**config.mk**
```make
export PLATFORM = sky130hd
export DESIGN_NAME = cdc_delay_cal
export DESIGN_NICKNAME = d
export VERILOG_FILES = /design/src/rtl/cdc_cal_pkg.sv /design/src/rtl/cal_window_counter.sv /design/src/rtl/cal_peak_tracker.sv /design/src/rtl/cal_tap_pick.sv /design/src/rtl/cdc_delay_cal.sv
export SDC_FILE = /design/constraint.sdc
export NUM_CORES = 1
export LEC_CHECK = 0
export BUFFER_PORTS_ARGS = -buffer_cell sky130_fd_sc_hd__buf_2
export CAP_MARGIN = 20
export CORE_AREA = 2 2 66 68
export CTS_CLUSTER_DIAMETER = 50
export DETAILED_ROUTE_END_ITERATION = 6
export DIE_AREA = 0 0 68 70
export PLACE_DENSITY = 0.79
export SLEW_MARGIN = 20
export SYNTH_ARGS = -nofsm -noshare
export SYNTH_HDL_FRONTEND = slang
export SYNTH_SLANG_ARGS = --single-unit
```
**constraint.sdc**
```tcl
create_clock -name clk -period 17.52 [get_ports clk]
set_clock_uncertainty 0.05 [all_clocks]
set_input_delay 3.504 -clock clk [delete_from_list [all_inputs] [get_ports clk]]
set_output_delay 3.504 -clock clk [all_outputs]
set_load 0.005 [all_outputs]
```
**src/rtl/cdc_cal_pkg.sv**
```systemverilog
// Package: shared types for the delay calibrator.
// Assumes: nothing beyond IEEE 1800-2017.
package cdc_cal_pkg;
    typedef enum logic [2:0] {
        CAL_IDLE   = 3'd0,
        CAL_SWEEP  = 3'd1,
        CAL_EVAL   = 3'd2,
        CAL_APPLY  = 3'd3,
        CAL_LOCKED = 3'd4
    } cal_state_e;
endpackage

```
**src/rtl/cal_window_counter.sv**
```systemverilog
// Counts suspect events over a window of WIN_CYCLES sampled edges.
// The window advances only while run is high and restarts on clear or
// after its last cycle. ev_total includes the current cycle's event.
// Assumes: WIN_CYCLES >= 2.
module cal_window_counter #(
    parameter int WIN_CYCLES = 64,
    parameter int WIN_W      = $clog2(WIN_CYCLES),
    parameter int CNT_W      = $clog2(WIN_CYCLES + 1)
) (
    input  logic             clk,
    input  logic             rst_n,
    input  logic             clear,
    input  logic             run,
    input  logic             suspect,
    output logic             win_last,
    output logic [CNT_W-1:0] ev_total,
    output logic [WIN_W-1:0] win_pos
);
    localparam logic [WIN_W-1:0] LAST = WIN_W'(WIN_CYCLES - 1);

    logic [WIN_W-1:0] win_q;
    logic [CNT_W-1:0] ev_q;

    // Window end flag and running total including this cycle.
    always_comb begin
        win_last = run && (win_q == LAST);
        ev_total = ev_q + CNT_W'(suspect);
        win_pos  = win_q;
    end

    // Position and event accumulation.
    always_ff @(posedge clk) begin
        if (!rst_n || clear || win_last) begin
            win_q <= '0;
            ev_q  <= '0;
        end else if (run) begin
            win_q <= win_q + 1'b1;
            ev_q  <= ev_total;
        end
    end
endmodule

```
**src/rtl/cal_peak_tracker.sv**
```systemverilog
// Keeps the tap with the highest window score seen since the last clear.
// Strict comparison keeps the earliest (lowest) tap on ties.
// Assumes: taps are presented in ascending order.
module cal_peak_tracker #(
    parameter int TAP_W = 4,
    parameter int CNT_W = 7
) (
    input  logic             clk,
    input  logic             rst_n,
    input  logic             clear,
    input  logic             sample,
    input  logic [TAP_W-1:0] tap,
    input  logic [CNT_W-1:0] count,
    output logic [TAP_W-1:0] best_tap,
    output logic             best_zero
);
    logic [CNT_W-1:0] best_cnt_q;
    logic [TAP_W-1:0] best_tap_q;

    // Record a new maximum at the end of each window.
    always_ff @(posedge clk) begin
        if (!rst_n || clear) begin
            best_cnt_q <= '0;
            best_tap_q <= '0;
        end else if (sample && (count > best_cnt_q)) begin
            best_cnt_q <= count;
            best_tap_q <= tap;
        end
    end

    // Expose the result.
    always_comb begin
        best_tap  = best_tap_q;
        best_zero = (best_cnt_q == '0);
    end
endmodule

```
**src/rtl/cal_tap_pick.sv**
```systemverilog
// Computes the lock target: peak tap plus half the cluster spacing,
// TAPS/(2Q) rounded down, modulo TAPS. If nothing was seen, the middle tap.
// Assumes: TAPS is a power of two, so the wrap is a truncation.
module cal_tap_pick #(
    parameter int TAP_W = 4,
    parameter int Q_W   = 4
) (
    input  logic [Q_W-1:0]   q_den,
    input  logic [TAP_W-1:0] peak_tap,
    input  logic             none_seen,
    output logic [TAP_W-1:0] target
);
    localparam int TAPS = 1 << TAP_W;
    localparam int W    = TAP_W + Q_W + 2;
    localparam logic [TAP_W-1:0] MID = TAP_W'(TAPS / 2);

    logic [W-1:0] num, den, half_gap, sum;

    // Half-spacing offset and wrapped target.
    always_comb begin
        num      = W'(TAPS);
        den      = (q_den == '0) ? W'(2) : (W'(q_den) << 1);
        half_gap = num / den;
        sum      = W'(peak_tap) + half_gap;
        target   = none_seen ? MID : sum[TAP_W-1:0];
    end
endmodule

```
**src/rtl/cdc_delay_cal.sv**
```systemverilog
// Top: sweeps the delay taps, scores each by suspect events, picks the tap
// half a phase-cluster spacing from the worst one, applies and locks it.
// Assumes: s1_q and s1_late are already in the clk domain.
module cdc_delay_cal #(
    parameter int TAP_W      = 4,
    parameter int WIN_CYCLES = 64,
    parameter int Q_W        = 4
) (
    input  logic             clk,
    input  logic             rst_n,
    input  logic             relock,
    input  logic [Q_W-1:0]   q_den,
    input  logic             s1_q,
    input  logic             s1_late,
    output logic [TAP_W-1:0] tap_sel,
    output logic             locked
);
    import cdc_cal_pkg::*;

    localparam int WIN_W = $clog2(WIN_CYCLES);
    localparam int CNT_W = $clog2(WIN_CYCLES + 1);
    localparam logic [TAP_W-1:0] TAP_MAX = '1;

    cal_state_e       st_q;
    logic [TAP_W-1:0] tap_q, target_q, pick;
    logic             locked_q;
    logic             suspect, win_last, best_zero, peak_clear;
    logic [CNT_W-1:0] ev_total;
    logic [WIN_W-1:0] win_q;
    logic [TAP_W-1:0] best_tap;

    // Suspect detection and sub-block controls.
    always_comb begin
        suspect    = s1_q ^ s1_late;
        peak_clear = (st_q == CAL_IDLE) || (st_q == CAL_LOCKED);
    end

    cal_window_counter #(.WIN_CYCLES(WIN_CYCLES), .WIN_W(WIN_W), .CNT_W(CNT_W)) u_win (
        .clk(clk), .rst_n(rst_n), .clear(st_q != CAL_SWEEP),
        .run(st_q == CAL_SWEEP), .suspect(suspect),
        .win_last(win_last), .ev_total(ev_total), .win_pos(win_q)
    );

    cal_peak_tracker #(.TAP_W(TAP_W), .CNT_W(CNT_W)) u_peak (
        .clk(clk), .rst_n(rst_n), .clear(peak_clear), .sample(win_last),
        .tap(tap_q), .count(ev_total), .best_tap(best_tap), .best_zero(best_zero)
    );

    cal_tap_pick #(.TAP_W(TAP_W), .Q_W(Q_W)) u_pick (
        .q_den(q_den), .peak_tap(best_tap), .none_seen(best_zero), .target(pick)
    );

    // Calibration sequence: idle, sweep, evaluate, apply, locked.
    always_ff @(posedge clk) begin
        if (!rst_n) begin
            st_q     <= CAL_IDLE;
            tap_q    <= '0;
            target_q <= '0;
            locked_q <= 1'b0;
        end else begin
            case (st_q)
                CAL_IDLE: begin
                    st_q  <= CAL_SWEEP;
                    tap_q <= '0;
                end
                CAL_SWEEP: begin
                    if (win_last) begin
                        if (tap_q == TAP_MAX) st_q <= CAL_EVAL;
                        else                  tap_q <= tap_q + 1'b1;
                    end
                end
                CAL_EVAL: begin
                    target_q <= pick;
                    st_q     <= CAL_APPLY;
                end
                CAL_APPLY: begin
                    tap_q    <= target_q;
                    locked_q <= 1'b1;
                    st_q     <= CAL_LOCKED;
                end
                CAL_LOCKED: begin
                    if (relock) begin
                        st_q     <= CAL_SWEEP;
                        tap_q    <= '0;
                        locked_q <= 1'b0;
                    end
                end
                default: st_q <= CAL_IDLE;
            endcase
        end
    end

    // Output drive.
    always_comb begin
        tap_sel = tap_q;
        locked  = locked_q;
    end
endmodule

```
After elaboration in Yosys (flattened, before gate mapping)

Cells that the tools add are included.
Widths: inputs -> output; s select.

Output and inout bits: 5
Register bits after elaboration: 36
Logic and storage cells: 53
Input bits: 9

Bitwise operators: 1
Order comparisons: 1
Mux-type cells: 12
Reductions and logical operators: 15
Equal/unequal tests: 11
Div/mod/pow operators: 1
Add/sub/neg operators: 4

Operators by type and width:

| kind                  | count |
|---|---|
| $mux 4                | 4 |
| $pmux 4 s4            | 1 |
| $pmux 3 s5            | 1 |
| $div 5x10->10 const A | 1 |
| $mux 3                | 3 |
| $add 7x1->7           | 1 |
| $gt 7x7->1            | 1 |
| $logic_not 7->1       | 1 |
| $add 6x1->6 const B   | 1 |
| $eq 3x2->1 const B    | 2 |
| $eq 6x6->1 const B    | 1 |
| $ne 2x2->1 const B    | 3 |
| $mux 5                | 1 |
| $add 4x1->4 const B   | 1 |
| $add 4x4->4           | 1 |
| $eq 4x4->1 const B    | 1 |
| $logic_not 4->1       | 1 |
| $logic_or 1x1->1      | 4 |
| $reduce_and 4->1      | 1 |
| $reduce_bool 4->1     | 1 |
| $eq 3x1->1 const B    | 1 |
| $eq 3x3->1 const B    | 1 |
| $logic_not 3->1       | 1 |
| $ne 3x1->1 const B    | 1 |
| other kinds (9)       | 10 |

Longest topological paths before layout

Word-level depth: 5
Depth in mapped cells: 33
Depth with buffers taken out: 31

Cells and area by module

From an unflattened synthesis, not the netlist that was laid out.

Cells, all modules: 389
Area total of the unflattened synthesis: 3115.5 um^2

By module, submodules not included:

| module             | times used | area each (um^2) | cells an instance | sequential area each (um^2) |
|---|---|---|---|---|
| cal_tap_pick       | 1          | 1181.1           | 167               | 0.0 |
| cdc_delay_cal      | 1          | 673.1            | 77                | 240.2 |
| cal_window_counter | 1          | 636.9            | 71                | 260.2 |
| cal_peak_tracker   | 1          | 624.3            | 74                | 220.2 |

Worst setup path before layout

Ideal clock, no wire load.

Kind: input to register
From: input q_den[3]
To: register target_q[1]
Slack: 8.274 ns
Cell stages on the path: 33
Buffers on the path: 2
Required time: 17.405 ns
Setup time: 0.065 ns
Data arrival time: 9.130 ns
Cells stage by stage: or2_4 -> o21ai_2 -> ha_1 -> nor2b_1 -> o21ai_1 -> nand2b_1 -> ha_1 -> nor4b_1 -> nor3_1 -> a221o_1 -> or3_1 -> buf_2 -> nor2_1 -> a21oi_1 -> ha_1 -> o21a_1 -> o41a_1 -> o41ai_1 -> and3b_1 -> buf_4 -> nor2_1 -> ha_1 -> nor2_1 -> nor2_1 -> nor2_1 -> mux2i_1 -> a311o_1 -> ha_1 -> inv_1 -> fa_1 -> inv_1 -> a22oi_1 -> nor2b_1

Cells in the longest elaborated chain, start to end: 5

Ends and longest elaborated chain:

| what                   | RTL line            | source |
|---|---|---|
| start: declaration     | cdc_delay_cal.sv:12 | `input logic [Q_W-1:0] q_den,` |
| $logic_not 4->1        | cal_tap_pick.sv:22  | `den = (q_den == '0) ? W'(2) : (W'(q_den) << 1);` |
| $mux 5 *               | cal_tap_pick.sv:22  |  |
| $div 5x10->10 *        | cal_tap_pick.sv:23  | `half_gap = num / den;` |
| $add 4x4->4 *          | cal_tap_pick.sv:24  | `sum = W'(peak_tap) + half_gap;` |
| $mux 4 *               | cal_tap_pick.sv:25  | `target = none_seen ? MID : sum[TAP_W-1:0];` |
| end signal: assignment | cdc_delay_cal.sv:73 | `target_q <= pick;` |
| end: declaration       | cdc_delay_cal.sv:25 | `logic [TAP_W-1:0] tap_q, target_q, pick;` |

Mark *: on every way between the ends. The rest lies on a longest branch, timed or not.
A chain may end at the register's enable or synchronous reset.

Worst setup path in the final report

From: input q_den[2]
To: register target_q[1]

Same word-level chain as after synthesis.

==> results.md <==
- Asr flop ratio synth: 0
- RSZ-0062 raised after global routing: no
- Fin Hold WS: between 0.4 and 0.5 ns
- Post-CTS setup repair buffer count: 0
- Min Clock Period, post-route: 9.82 ns
- Area of the multi-input gates: 1620 um^2
- Die area: ~4800 um^2
- Finish-stage setup viols: 0
- Net Count, Synth: 342
- Tightest Hold Check Type: reg2reg
- Cell Area, Placed: 2560 um^2
- Post-synthesis mux area share: 0.0364
- Gate Count Post-Synth: 309
- CTS max path bufs: 2
- Reg area: slightly above 700 um^2
- Data arrival time of the critical path: around 10 ns
- Tcrit/Tclk final: 0.561
- Main synth FF type: dfxtp_1
- Hold_buf cts: 0
- Final nets: 351
- Clock transition at path regs: around 0.07 ns
- Root buffer cell: clkbuf_8
- Largest net degree at the start of global routing: 17
- Die width: 68 um
- Mean Syn Cell Area: 8.01 um^2
- Post-Synth XOR/XNOR Area: 0.0601
- Sequential-to-total area share from yosys stat: 0.291
- Num ports: 14
- Final instance area: 2690 um^2
- Setup Total Neg Slack: 0 ns
- Initial antenna violation count: 0
- CORE AREA: 4140 um^2
- Vias per inst: 5.94
- FMAX: 102 MHz
- Largest family of logic cells by synthesized area: simple AND/OR/NAND/NOR gates
- DP Worst Slack: 7.50 ns
- Register bit total from synthesis: 36
- Gr ovfl total: 0
- Rows: 24
- IO Port Bufs: 13
- Post-Synth Simple-Gate Area: 0.238
- Drt wl/cell: ~14 um
- Setup crit start kind: input pin
- Post-synth EDFFs: 0
- Synth Area in Adders: 0.124
- Max Slew Vio Count: 0
- Crit Path Class: in2reg
- Max_slew headroom: 0.330
- MaxCap Viol Count: 0
- Worst-path maximum fanout: 12
- FILL cells: between 300 and 400
- Slowest stage cell, crit path: or3_1
- DRT antenna net count: 0
- TritonCTS Buffers: 5
- Synth area leader: dfxtp_1
- # diodes: 0
- CTS tree: built
- Height of the die: around 70 um
- YS warnings: 0
- Status: complete, no violations
- Layout overhead on the synthesized area: 8.54%
- H-Tree Depth: 2
- Post-CTS sizing: 0
- Fraction of layout cells with a size suffix above 1: 0.0815
- CTS Sinks: 36
- All-Layer GR Usage: 0.223
- Initial Utilization: 0.598
- Most frequent cells in the layout: nor2_1 (37), dfxtp_1 (36), ha_1 (23)
- Vias in the first global route: 1,932
- Synth area leaders: dfxtp_1 (29%), ha_1 (12%), nor2_1 (5.6%)
- Pwr Density: approximately 74 nW/um^2
- Cell Area, Synth: about 2500 um^2
- Post-synth cell types: 50
- Pleak: 1.13 nW
- Via count: 2,203
- Final hold violation count: 0
- 1st-pass router iterations: 5
- Compound-cell area share of the yosys netlist: 0.196
- Hpwl dp: 3.68 mm
- Skew-Pair Late Insertion Delay: 0.29 ns
- Final WL: 5.03 mm
- Initial DRC Count: between 200 and 300
- Worst slew pin tran: 0.998 ns
- First-pass GRT wire length: about 8.4 mm
- Top-area cell type share of the netlist area: 0.291
- CP Capture Type: register
- Peak supply drop: ~52 uV
- DRC: 0
- CP required: about 18 ns
- Largest stage delay, worst path: 0.54 ns
- GPL Wtd Cong: 0.902
- Power Total: 198 uW
- Commonest non-fill, non-tap cell in the layout: nor2_1
- Setup ws final: 7.70 ns
==> per-stage QoR <==
stage | util | instances
2_1_floorplan | - | 309
3_3_place_gp | 0.618 | 363
3_5_place_dp | 0.618 | 363
4_1_cts | 0.649 | 371
5_1_grt | 0.649 | 371
6_report | 0.649 | 371
==> path summary, 6_finish.rpt <==
check | start | endpoint | slack (ns) | cells after the start
worst max-delay path | q_den[2] | target_q[1] | 7.70 | 32
worst min-delay path | u_win.win_pos[0] | u_win.win_pos[0] | 0.40 | 1
worst max register to register | u_win.ev_q[0] | u_peak.best_cnt_q[2] | 14.54 | 11
worst min register to register | u_win.win_pos[0] | u_win.win_pos[0] | 0.40 | 1
==> Yosys cell counts (all sizes together), types with 2 or more instances <==
| master | number |
|---|---|
| nand3 | 9 |
| buf | 4 |
| or2 | 2 |
| and3 | 2 |
| nor2b | 15 |
| a21o | 2 |
| a41oi | 2 |
| inv | 22 |
| nor3 | 8 |
| o21ai | 16 |
| o21a | 6 |
| nand3b | 2 |
| nand4 | 5 |
| nor4 | 2 |
| a221o | 2 |
| a21oi | 17 |
| o211ai | 2 |
| ha | 23 |
| mux2i | 9 |
| a21boi | 3 |
| a31oi | 4 |
| nor3b | 2 |
| clkbuf | 8 |
| a2111oi | 2 |
| and2 | 3 |
| xor2 | 9 |
| a211oi | 6 |
| nand2 | 15 |
| or3 | 5 |
| xnor2 | 8 |
| a22oi | 4 |
| nand2b | 6 |
| dfxtp | 36 |
| nor2 | 37 |
==> flip-flops by register name, indices dropped and copies added (netlist names) <==
signal	cells
locked	1
st_q	3
tap_sel	4
target_q	4
u_peak.best_cnt_q	7
u_peak.best_tap	4
u_win.ev_q	7
u_win.win_pos	6
==> worst max-delay path: cells and delay by family <==
family	cells	cell delay, ns
AO/OA/AOI/OAI	9	1.85
AND/OR/NAND/NOR	13	2.49
adder cells (fa/ha/maj)	6	1.75
multiplexers	1	0.07
buffers and inverters	3	0.31
==> metal layers <==
| layer | vias up | track usage | part of all wire |
|---|---|---|---|
| met3 | 15 | 0.0386 | 0.062 |
| met1 | 979 | 0.315 | 0.46 |
| li1 | 1115 | - | - |
| met4 | 0 | 0.0711 | 0.021 |
| met5 | - | 0 | 0 |
| met2 | 94 | 0.342 | 0.46 |
==> where the power goes <==
| part | total [mW] | internal, mW | switching, mW | leakage (nW) |
|---|---|---|---|---|
| Sequential | 0.0832 | 0.0826 | 0.000677 | 0.291 |
| Combinational | 0.0360 | 0.0148 | 0.0212 | 0.775 |
| Clock | 0.0786 | 0.0502 | 0.0284 | 0.0645 |
==> cell type report <==
type                       instances  area share
clock buffer                       7      0.0358
inverter                          22      0.0307
timing repair buffer              14      0.0270
sequential                        36       0.268
clock inverter                     1      0.0112
multi-input combinational        239       0.603
tap                               52      0.0242
==> logic make-up after synthesis <==
logic type,Yosys count
compound gates,73
xor+xnor,17
fa+ha+maj,24
buf+inv,34
flops,36
mux,9
simple gates,116
No activity file was read; power rests on OpenSTA's default activity.
